[src/rtl/pfc_pkg.sv]
package pfc_pkg;
  typedef enum logic [1:0] {M_ARRAY, M_ID, M_STAT} rd_mode_e;
  typedef enum logic [1:0] {P_NONE, P_ERASE, P_PROG, P_UNLK} pend_e;

  localparam logic [7:0] OP_RESET   = 8'hFF;
  localparam logic [7:0] OP_ID      = 8'h90;
  localparam logic [7:0] OP_STAT    = 8'h70;
  localparam logic [7:0] OP_CLR     = 8'h50;
  localparam logic [7:0] OP_ERASE   = 8'h20;
  localparam logic [7:0] OP_PROG    = 8'h40;
  localparam logic [7:0] OP_UNLK    = 8'h60;
  localparam logic [7:0] OP_CONFIRM = 8'hD0;
endpackage

[src/rtl/pfc_rst_sync.sv]
module pfc_rst_sync (
  input  logic clk,
  input  logic rst_n,
  output logic rst_sync_n
);
  logic meta_q;

  always_ff @(posedge clk or negedge rst_n) begin
    if (!rst_n) begin
      meta_q     <= 1'b0;
      rst_sync_n <= 1'b0;
    end else begin
      meta_q     <= 1'b1;
      rst_sync_n <= meta_q;
    end
  end
endmodule

[src/rtl/pfc_ctrl.sv]
module pfc_ctrl
  import pfc_pkg::*;
(
  input  logic       clk,
  input  logic       rst_n,
  input  logic       wr_ok,
  input  logic [7:0] wdata,
  input  logic       blk_locked,
  input  logic       master,
  output rd_mode_e   mode_q,
  output pend_e      pend_q,
  output logic       err_erase_q,
  output logic       err_prog_q,
  output logic       err_lock_q,
  output logic       erase_go,
  output logic       prog_go,
  output logic       unlk_go
);
  rd_mode_e mode_d;
  pend_e    pend_d;
  logic     ee_d, ep_d, el_d;
  logic     is_confirm;

  assign is_confirm = (wdata == OP_CONFIRM);

  always_comb begin
    mode_d   = mode_q;
    pend_d   = pend_q;
    ee_d     = err_erase_q;
    ep_d     = err_prog_q;
    el_d     = err_lock_q;
    erase_go = 1'b0;
    prog_go  = 1'b0;
    unlk_go  = 1'b0;
    if (wr_ok) begin
      if (wdata == OP_RESET) begin
        mode_d = M_ARRAY;
        pend_d = P_NONE;
      end else begin
        case (pend_q)
          P_ERASE: begin
            pend_d = P_NONE;
            mode_d = M_STAT;
            if (!is_confirm) begin
              ee_d = 1'b1;
              ep_d = 1'b1;
            end else if (blk_locked) begin
              ee_d = 1'b1;
              el_d = 1'b1;
            end else begin
              erase_go = 1'b1;
            end
          end
          P_PROG: begin
            pend_d = P_NONE;
            mode_d = M_STAT;
            if (blk_locked) begin
              ep_d = 1'b1;
              el_d = 1'b1;
            end else begin
              prog_go = 1'b1;
            end
          end
          P_UNLK: begin
            pend_d = P_NONE;
            mode_d = M_STAT;
            if (!is_confirm) begin
              ee_d = 1'b1;
              ep_d = 1'b1;
            end else if (master) begin
              el_d = 1'b1;
            end else begin
              unlk_go = 1'b1;
            end
          end
          default: begin
            case (wdata)
              OP_ID:    mode_d = M_ID;
              OP_STAT:  mode_d = M_STAT;
              OP_CLR: begin
                ee_d = 1'b0;
                ep_d = 1'b0;
                el_d = 1'b0;
              end
              OP_ERASE: pend_d = P_ERASE;
              OP_PROG:  pend_d = P_PROG;
              OP_UNLK:  pend_d = P_UNLK;
              default:  ;
            endcase
          end
        endcase
      end
    end
  end

  always_ff @(posedge clk or negedge rst_n) begin
    if (!rst_n) begin
      mode_q      <= M_ARRAY;
      pend_q      <= P_NONE;
      err_erase_q <= 1'b0;
      err_prog_q  <= 1'b0;
      err_lock_q  <= 1'b0;
    end else if (wr_ok) begin
      mode_q      <= mode_d;
      pend_q      <= pend_d;
      err_erase_q <= ee_d;
      err_prog_q  <= ep_d;
      err_lock_q  <= el_d;
    end
  end
endmodule

[src/rtl/pfc_busy_timer.sv]
module pfc_busy_timer #(
  parameter int unsigned BUSY_CYC = 8,
  localparam int unsigned CNT_W   = $clog2(BUSY_CYC + 1)
) (
  input  logic             clk,
  input  logic             rst_n,
  input  logic             start,
  output logic [CNT_W-1:0] cnt_q,
  output logic             busy
);
  logic [CNT_W-1:0] cnt_d;
  logic             cnt_en;

  assign busy   = (cnt_q != '0);
  assign cnt_en = start || busy;

  always_comb begin
    if (start) cnt_d = CNT_W'(BUSY_CYC);
    else       cnt_d = cnt_q - CNT_W'(1);
  end

  always_ff @(posedge clk or negedge rst_n) begin
    if (!rst_n)      cnt_q <= '0;
    else if (cnt_en) cnt_q <= cnt_d;
  end
endmodule

[src/rtl/pfc_store.sv]
module pfc_store #(
  parameter int unsigned ADDR_W    = 8,
  parameter int unsigned BLK_W     = 6,
  parameter logic [31:0] LOCK_INIT = 32'h0,
  localparam int unsigned NWORD    = 2 ** ADDR_W,
  localparam int unsigned NBLK     = 2 ** (ADDR_W - BLK_W)
) (
  input  logic              clk,
  input  logic              rst_n,
  input  logic [ADDR_W-1:0] addr,
  input  logic [7:0]        wdata,
  input  logic              erase_go,
  input  logic              prog_go,
  input  logic              unlk_go,
  output logic [7:0]        arr_byte,
  output logic [NBLK-1:0]   lock_q
);
  logic [7:0] word_v [NWORD];

  for (genvar g = 0; g < NWORD; g++) begin : g_word
    localparam logic [ADDR_W-1:0] WADDR = ADDR_W'(g);
    logic       hit_erase, hit_prog, word_en;
    logic [7:0] word_q, word_d;

    assign hit_erase = erase_go && (WADDR[ADDR_W-1:BLK_W] == addr[ADDR_W-1:BLK_W]);
    assign hit_prog  = prog_go && (WADDR == addr);
    assign word_en   = hit_erase || hit_prog;
    assign word_d    = hit_erase ? 8'hFF : (word_q & wdata);

    always_ff @(posedge clk or negedge rst_n) begin
      if (!rst_n)       word_q <= 8'hFF;
      else if (word_en) word_q <= word_d;
    end

    assign word_v[g] = word_q;
  end

  assign arr_byte = word_v[addr];

  always_ff @(posedge clk or negedge rst_n) begin
    if (!rst_n)       lock_q <= LOCK_INIT[NBLK-1:0];
    else if (unlk_go) lock_q <= '0;
  end
endmodule

[src/rtl/pfc_rdmux.sv]
module pfc_rdmux
  import pfc_pkg::*;
#(
  parameter int unsigned ADDR_W   = 8,
  parameter int unsigned BLK_W    = 6,
  parameter int unsigned ID_SHIFT = 0,
  parameter logic [7:0]  MFR_ID   = 8'h89,
  parameter logic [7:0]  DEV_ID   = 8'hA2,
  localparam int unsigned NBLK    = 2 ** (ADDR_W - BLK_W)
) (
  input  logic              rd_en,
  input  logic              busy,
  input  rd_mode_e          mode,
  input  logic [ADDR_W-1:0] addr,
  input  logic [7:0]        arr_byte,
  input  logic [7:0]        stat_byte,
  input  logic              master,
  input  logic [NBLK-1:0]   lock_vec,
  output logic [7:0]        rdata
);
  localparam logic [ADDR_W-1:0] MFR_A = '0;
  localparam logic [ADDR_W-1:0] DEV_A = ADDR_W'(1 << ID_SHIFT);
  localparam logic [ADDR_W-1:0] MST_A = ADDR_W'(3);
  localparam logic [BLK_W-1:0]  LCK_O = BLK_W'(2);

  logic [7:0] id_byte;

  always_comb begin
    if (addr == MFR_A)                 id_byte = MFR_ID;
    else if (addr == DEV_A)            id_byte = DEV_ID;
    else if (addr == MST_A)            id_byte = {7'd0, master};
    else if (addr[BLK_W-1:0] == LCK_O) id_byte = {7'd0, lock_vec[addr[ADDR_W-1:BLK_W]]};
    else                               id_byte = 8'h00;
  end

  always_comb begin
    if (!rd_en)              rdata = 8'h00;
    else if (busy)           rdata = stat_byte;
    else begin
      case (mode)
        M_ARRAY: rdata = arr_byte;
        M_ID:    rdata = id_byte;
        default: rdata = stat_byte;
      endcase
    end
  end
endmodule

[src/rtl/pflash_cmd_unit.sv]
module pflash_cmd_unit
  import pfc_pkg::*;
#(
  parameter int unsigned ADDR_W      = 8,
  parameter int unsigned BLK_W       = 6,
  parameter int unsigned BUSY_CYC    = 8,
  parameter int unsigned ID_SHIFT    = 0,
  parameter logic [7:0]  MFR_ID      = 8'h89,
  parameter logic [7:0]  DEV_ID      = 8'hA2,
  parameter logic [31:0] LOCK_INIT   = 32'h4,
  parameter bit          MASTER_LOCK = 1'b0,
  localparam int unsigned NBLK       = 2 ** (ADDR_W - BLK_W),
  localparam int unsigned CNT_W      = $clog2(BUSY_CYC + 1)
) (
  input  logic              clk,
  input  logic              rst_n,
  input  logic              cs,
  input  logic              we,
  input  logic              re,
  input  logic [ADDR_W-1:0] addr,
  input  logic [7:0]        wdata,
  output logic [7:0]        rdata
);
  logic             rst_sync_n;
  logic             busy, wr_ok, blk_locked, master;
  logic [CNT_W-1:0] busy_cnt;
  rd_mode_e         mode;
  pend_e            pend;
  logic             err_erase, err_prog, err_lock;
  logic             erase_go, prog_go, unlk_go;
  logic [7:0]       arr_byte, stat_byte;
  logic [NBLK-1:0]  lock_vec;

  assign master     = MASTER_LOCK;
  assign wr_ok      = cs && we && !busy;
  assign blk_locked = lock_vec[addr[ADDR_W-1:BLK_W]];
  assign stat_byte  = {!busy, 1'b0, err_erase, err_prog, 2'b00, err_lock, 1'b0};

  pfc_rst_sync i_rst (.clk(clk), .rst_n(rst_n), .rst_sync_n(rst_sync_n));

  pfc_ctrl i_ctrl (
    .clk(clk), .rst_n(rst_sync_n), .wr_ok(wr_ok), .wdata(wdata),
    .blk_locked(blk_locked), .master(master),
    .mode_q(mode), .pend_q(pend),
    .err_erase_q(err_erase), .err_prog_q(err_prog), .err_lock_q(err_lock),
    .erase_go(erase_go), .prog_go(prog_go), .unlk_go(unlk_go)
  );

  pfc_busy_timer #(.BUSY_CYC(BUSY_CYC)) i_busy (
    .clk(clk), .rst_n(rst_sync_n), .start(erase_go || prog_go),
    .cnt_q(busy_cnt), .busy(busy)
  );

  pfc_store #(.ADDR_W(ADDR_W), .BLK_W(BLK_W), .LOCK_INIT(LOCK_INIT)) i_store (
    .clk(clk), .rst_n(rst_sync_n), .addr(addr), .wdata(wdata),
    .erase_go(erase_go), .prog_go(prog_go), .unlk_go(unlk_go),
    .arr_byte(arr_byte), .lock_q(lock_vec)
  );

  pfc_rdmux #(
    .ADDR_W(ADDR_W), .BLK_W(BLK_W), .ID_SHIFT(ID_SHIFT),
    .MFR_ID(MFR_ID), .DEV_ID(DEV_ID)
  ) i_rdmux (
    .rd_en(cs && re), .busy(busy), .mode(mode), .addr(addr),
    .arr_byte(arr_byte), .stat_byte(stat_byte), .master(master),
    .lock_vec(lock_vec), .rdata(rdata)
  );
endmodule

[config.mk]
export PLATFORM = sky130hd
export DESIGN_NAME = pflash_cmd_unit
export DESIGN_NICKNAME = d
export VERILOG_FILES = /design/src/rtl/pfc_pkg.sv /design/src/rtl/pfc_rst_sync.sv /design/src/rtl/pfc_ctrl.sv /design/src/rtl/pfc_busy_timer.sv /design/src/rtl/pfc_store.sv /design/src/rtl/pfc_rdmux.sv /design/src/rtl/pflash_cmd_unit.sv
export SDC_FILE = /design/constraint.sdc
export NUM_CORES = 2
export LEC_CHECK = 0
export ABC_AREA = 1
export BUFFER_PORTS_ARGS = -buffer_cell sky130_fd_sc_hd__buf_4
export CAP_MARGIN = 30
export CORE_MARGIN = 5
export CORE_UTILIZATION = 55
export DETAILED_ROUTE_END_ITERATION = 16
export PLACE_DENSITY = 0.7
export SYNTH_ARGS = -nofsm -noshare
export SYNTH_HDL_FRONTEND = slang
export SYNTH_HIERARCHICAL = 1
export SYNTH_SLANG_ARGS = --single-unit
[constraint.sdc]
create_clock -name clk -period 122 [get_ports clk]
set_input_delay 12.2 -clock clk [delete_from_list [all_inputs] [get_ports clk]]
set_output_delay 12.2 -clock clk [all_outputs]
set_load 0.01 [all_outputs]
==> run metrics <==
Worst-Margin Slew 1.12 ns; # Post-CTS Setup Buffers 0; setup_tns 0 ns; synth cell count leaders nand2_1, o21ai_0, dfstp_2; worst path cell trace buf_8 -> buf_4 -> buf_4 -> nand2_2 -> inv_6 -> buf_4 -> nand2_1 -> nand3_1 -> nand2_1 -> nand2_1 -> o21ai_0 -> nand2_1 -> nor2_1 -> nor2_1 -> nor2_1 -> nand2_1 -> inv_1 -> nor2_1 -> a21oi_1 -> nand2_1 -> nand2_1 -> a21oi_2 -> buf_4; Post-Syn Area 0.0981 mm^2; CTS tree done; clock sink count ~2100; Tcrit/Tclk final 24.6%; Tightest Hold Check Type reg -> reg; DR pass1 iterations 6; fmax 0.0333 GHz; final hold violations 0; Crit Path Class in -> out; Max-slew headroom 25.1%; maximum vdd drop 0.0142 mV; Slowest-stage cell, CP buf_4; antenna violations before repair 9; post-cts sizing count 0; ys async rst share 100%; multi-input gate area in the final layout 0.0403 mm^2; hold bufs inserted after CTS 0; Top Ports 29; FF+latch count, synth 2062; Clock Skew 0.0280 ns; die area 0.187 mm^2; ys flop type dfstp_2; detailed-route DRC error count 0; placer congestion estimate 0.894; number of synthesized flops with an enable pin 0; Worst Setup Start Kind input port; core area between 0.15 and 0.2 mm^2; final wirelength a little over 300000 um; Post-Synthesis Cells 12800; total number of vias 86400; most used cell, CP nand2_1; Slowest Stage Delay on Critical Path 0.91 ns; post-synth top area share 54.9%; sequential fraction of the synthesis area 55.2%; Total Nets Final between 10000 and 15000; HPWL after detailed placement 179000 um; drt wl/cell 20.9 um; status finished, final reports clean; Top Family by Delay on Critical Path buffers and inverters; largest cells by area after synthesis dfstp_2, nand2_1, o21ai_0; WP buf/inv 7; die height 432 um; top-count cell post-synth nand2_1; clk root buf clkbuf_16; crit path time final around 30 ns; number of DRC markers in iteration 0 9749; clk_lat worst skew 0.86 ns; Buffers on Ports 28; R2R setup slack 116.76 ns; Clock Path Buffers 3; Sequential Area 0.0542 mm^2; Ys Warns 6; Starting Density 55.1%; Avg Inst Size Synth 7.67 um^2; Leak 57.1 nW; leading area contributor after synthesis dfstp_2; Power Density 13.3 mW/mm^2; # H-tree levels 4; first-pass GRT wire length approximately 490000 um; max-slew violations 0; Die W around 430 um; pin count of the biggest net entering global routing 204; Final Core Density 59.9%; remaining antenna violation count after routing 0; Via density 5.81; gr usage total 32.9%; Area growth syn-to-layout 8.77%; number of fill cells 15900; vias in the first global route 84500; CTS buffer count 214; CP endpoint kind output port; Setup Viol. Count Final 0; Rows 155; data required time of the critical path 109.80 ns; unrepaired setup endpoints after global routing false; Critical Path AT 17.82 ns; Worst-path clk slew 0.06 ns; Worst Path Max Fanout slightly above 90; Distinct cells, synth 35; Overflow after GRT 0; share of post-route cells with drive strength above 1 between 20% and 30%; Max Cap Viol 0
[state kept, by name (all words and copies together) (netlist names)]
name	flops
i_busy/cnt_q	4
i_ctrl/err_lock_q	1
i_ctrl/err_erase_q	1
i_store/lock_q	1
i_rst/meta_q	1
i_ctrl/pend_q	2
i_ctrl/err_prog_q	1
i_store/g_word.word_q	2048
i_rst/rst_sync_n	1
i_ctrl/mode_q	2
[stage by stage]
step / hold slack [ns] / power [W] / std cells / cell area (um^2) / setup slack, ns
2_1_floorplan: 0.331 / 0.000736 / 12800 / 98100 / 63.85
4_1_cts: 0.354 / 0.00143 / 14900 / 106000 / 92.10
3_3_place_gp: 0.335 / 0.000768 / 14500 / 99200 / 92.08
6_report: 0.348 / 0.00142 / 14900 / 107000 / 91.98
3_5_place_dp: 0.338 / 0.000769 / 14500 / 99300 / 92.12
5_1_grt: 0.358 / 0.00147 / 14900 / 107000 / 91.76
[worst register-to-register path, cell delays in order, from the launching register on]
cell and delay, ns:
dfrtp_4 0.97, buf_12 0.82, buf_4 0.99, buf_4 0.89, buf_4 0.76, buf_4 0.88
[report_power, final]
| group | internal (W) | switching, W |
|---|---|---|
| Clock | 0.000384 | 0.000277 |
| Combinational | 0.00000859 | 0.0000612 |
| Sequential | 0.000690 | 0.00000178 |
| Total | 0.00108 | 0.000340 |
[cell type report]
cell class | count | area share [%]
Antenna cell | 5 | 0.0117
Clock buffer | 324 | 5.93
Clock inverter | 73 | 0.733
Inverter | 64 | 0.258
Multi-Input combinational cell | 9798 | 37.8
Sequential cell | 2062 | 50.8
Tap cell | 2355 | 2.76
Timing Repair Buffer | 195 | 1.76
[cell usage in the layout (no fill, tap or decap), types with 12 or more instances in the layout]
master        n
buf_4       164
dfstp_2    2049
inv_2        17
dfrtp_1      12
o21ai_0    2068
bufinv_16    13
inv_1        40
nand2_1    7097
o21ai_1     148
a21oi_1      44
clkbuf_16   219
nor2_1      141
nand3_1     213
clkbuf_8     45
clkinv_2     42
buf_16       12
clkbuf_1     60
[path summary, 6_finish.rpt]
path,cells after the start,endpoint,start
worst min register to register,0,i_rst/rst_sync_n$_DFF_PN0_,i_rst/meta_q$_DFF_PN0_
worst min-delay path,0,i_rst/rst_sync_n$_DFF_PN0_,i_rst/meta_q$_DFF_PN0_
min in group asynchronous,0,i_store/g_word[138].word_q[5]$_DFFE_PN1P_,i_rst/rst_sync_n$_DFF_PN0_
worst max register to register,5,i_store/g_word[187].word_q[3]$_DFFE_PN1P_,i_rst/rst_sync_n$_DFF_PN0_
worst max-delay path,23,rdata[0],addr[1]
max in group asynchronous,1,i_rst/rst_sync_n$_DFF_PN0_,rst_n
[routing by layer]
metal  share of wire [%]  GRT usage [%]  vias to the layer above
met1                  40           44.0                    42100
met2                  45           51.4                     3894
met3                 9.2           6.89                      857
met4                 5.5           16.1                        4
li1                    -              -                    39500
met5              0.0077              0                        -
[kinds of logic after synthesis]
kind of cell               share of synthesized area [%]
buffers and inverters                               3.90
DFF                                                 55.2
AOI/OAI and AO/OA                                   11.6
adders and majority gates                         0.0765
and+or+nand+nor                                     29.2
other                                             0.0115
No activity file was read; power rests on OpenSTA's default activity.
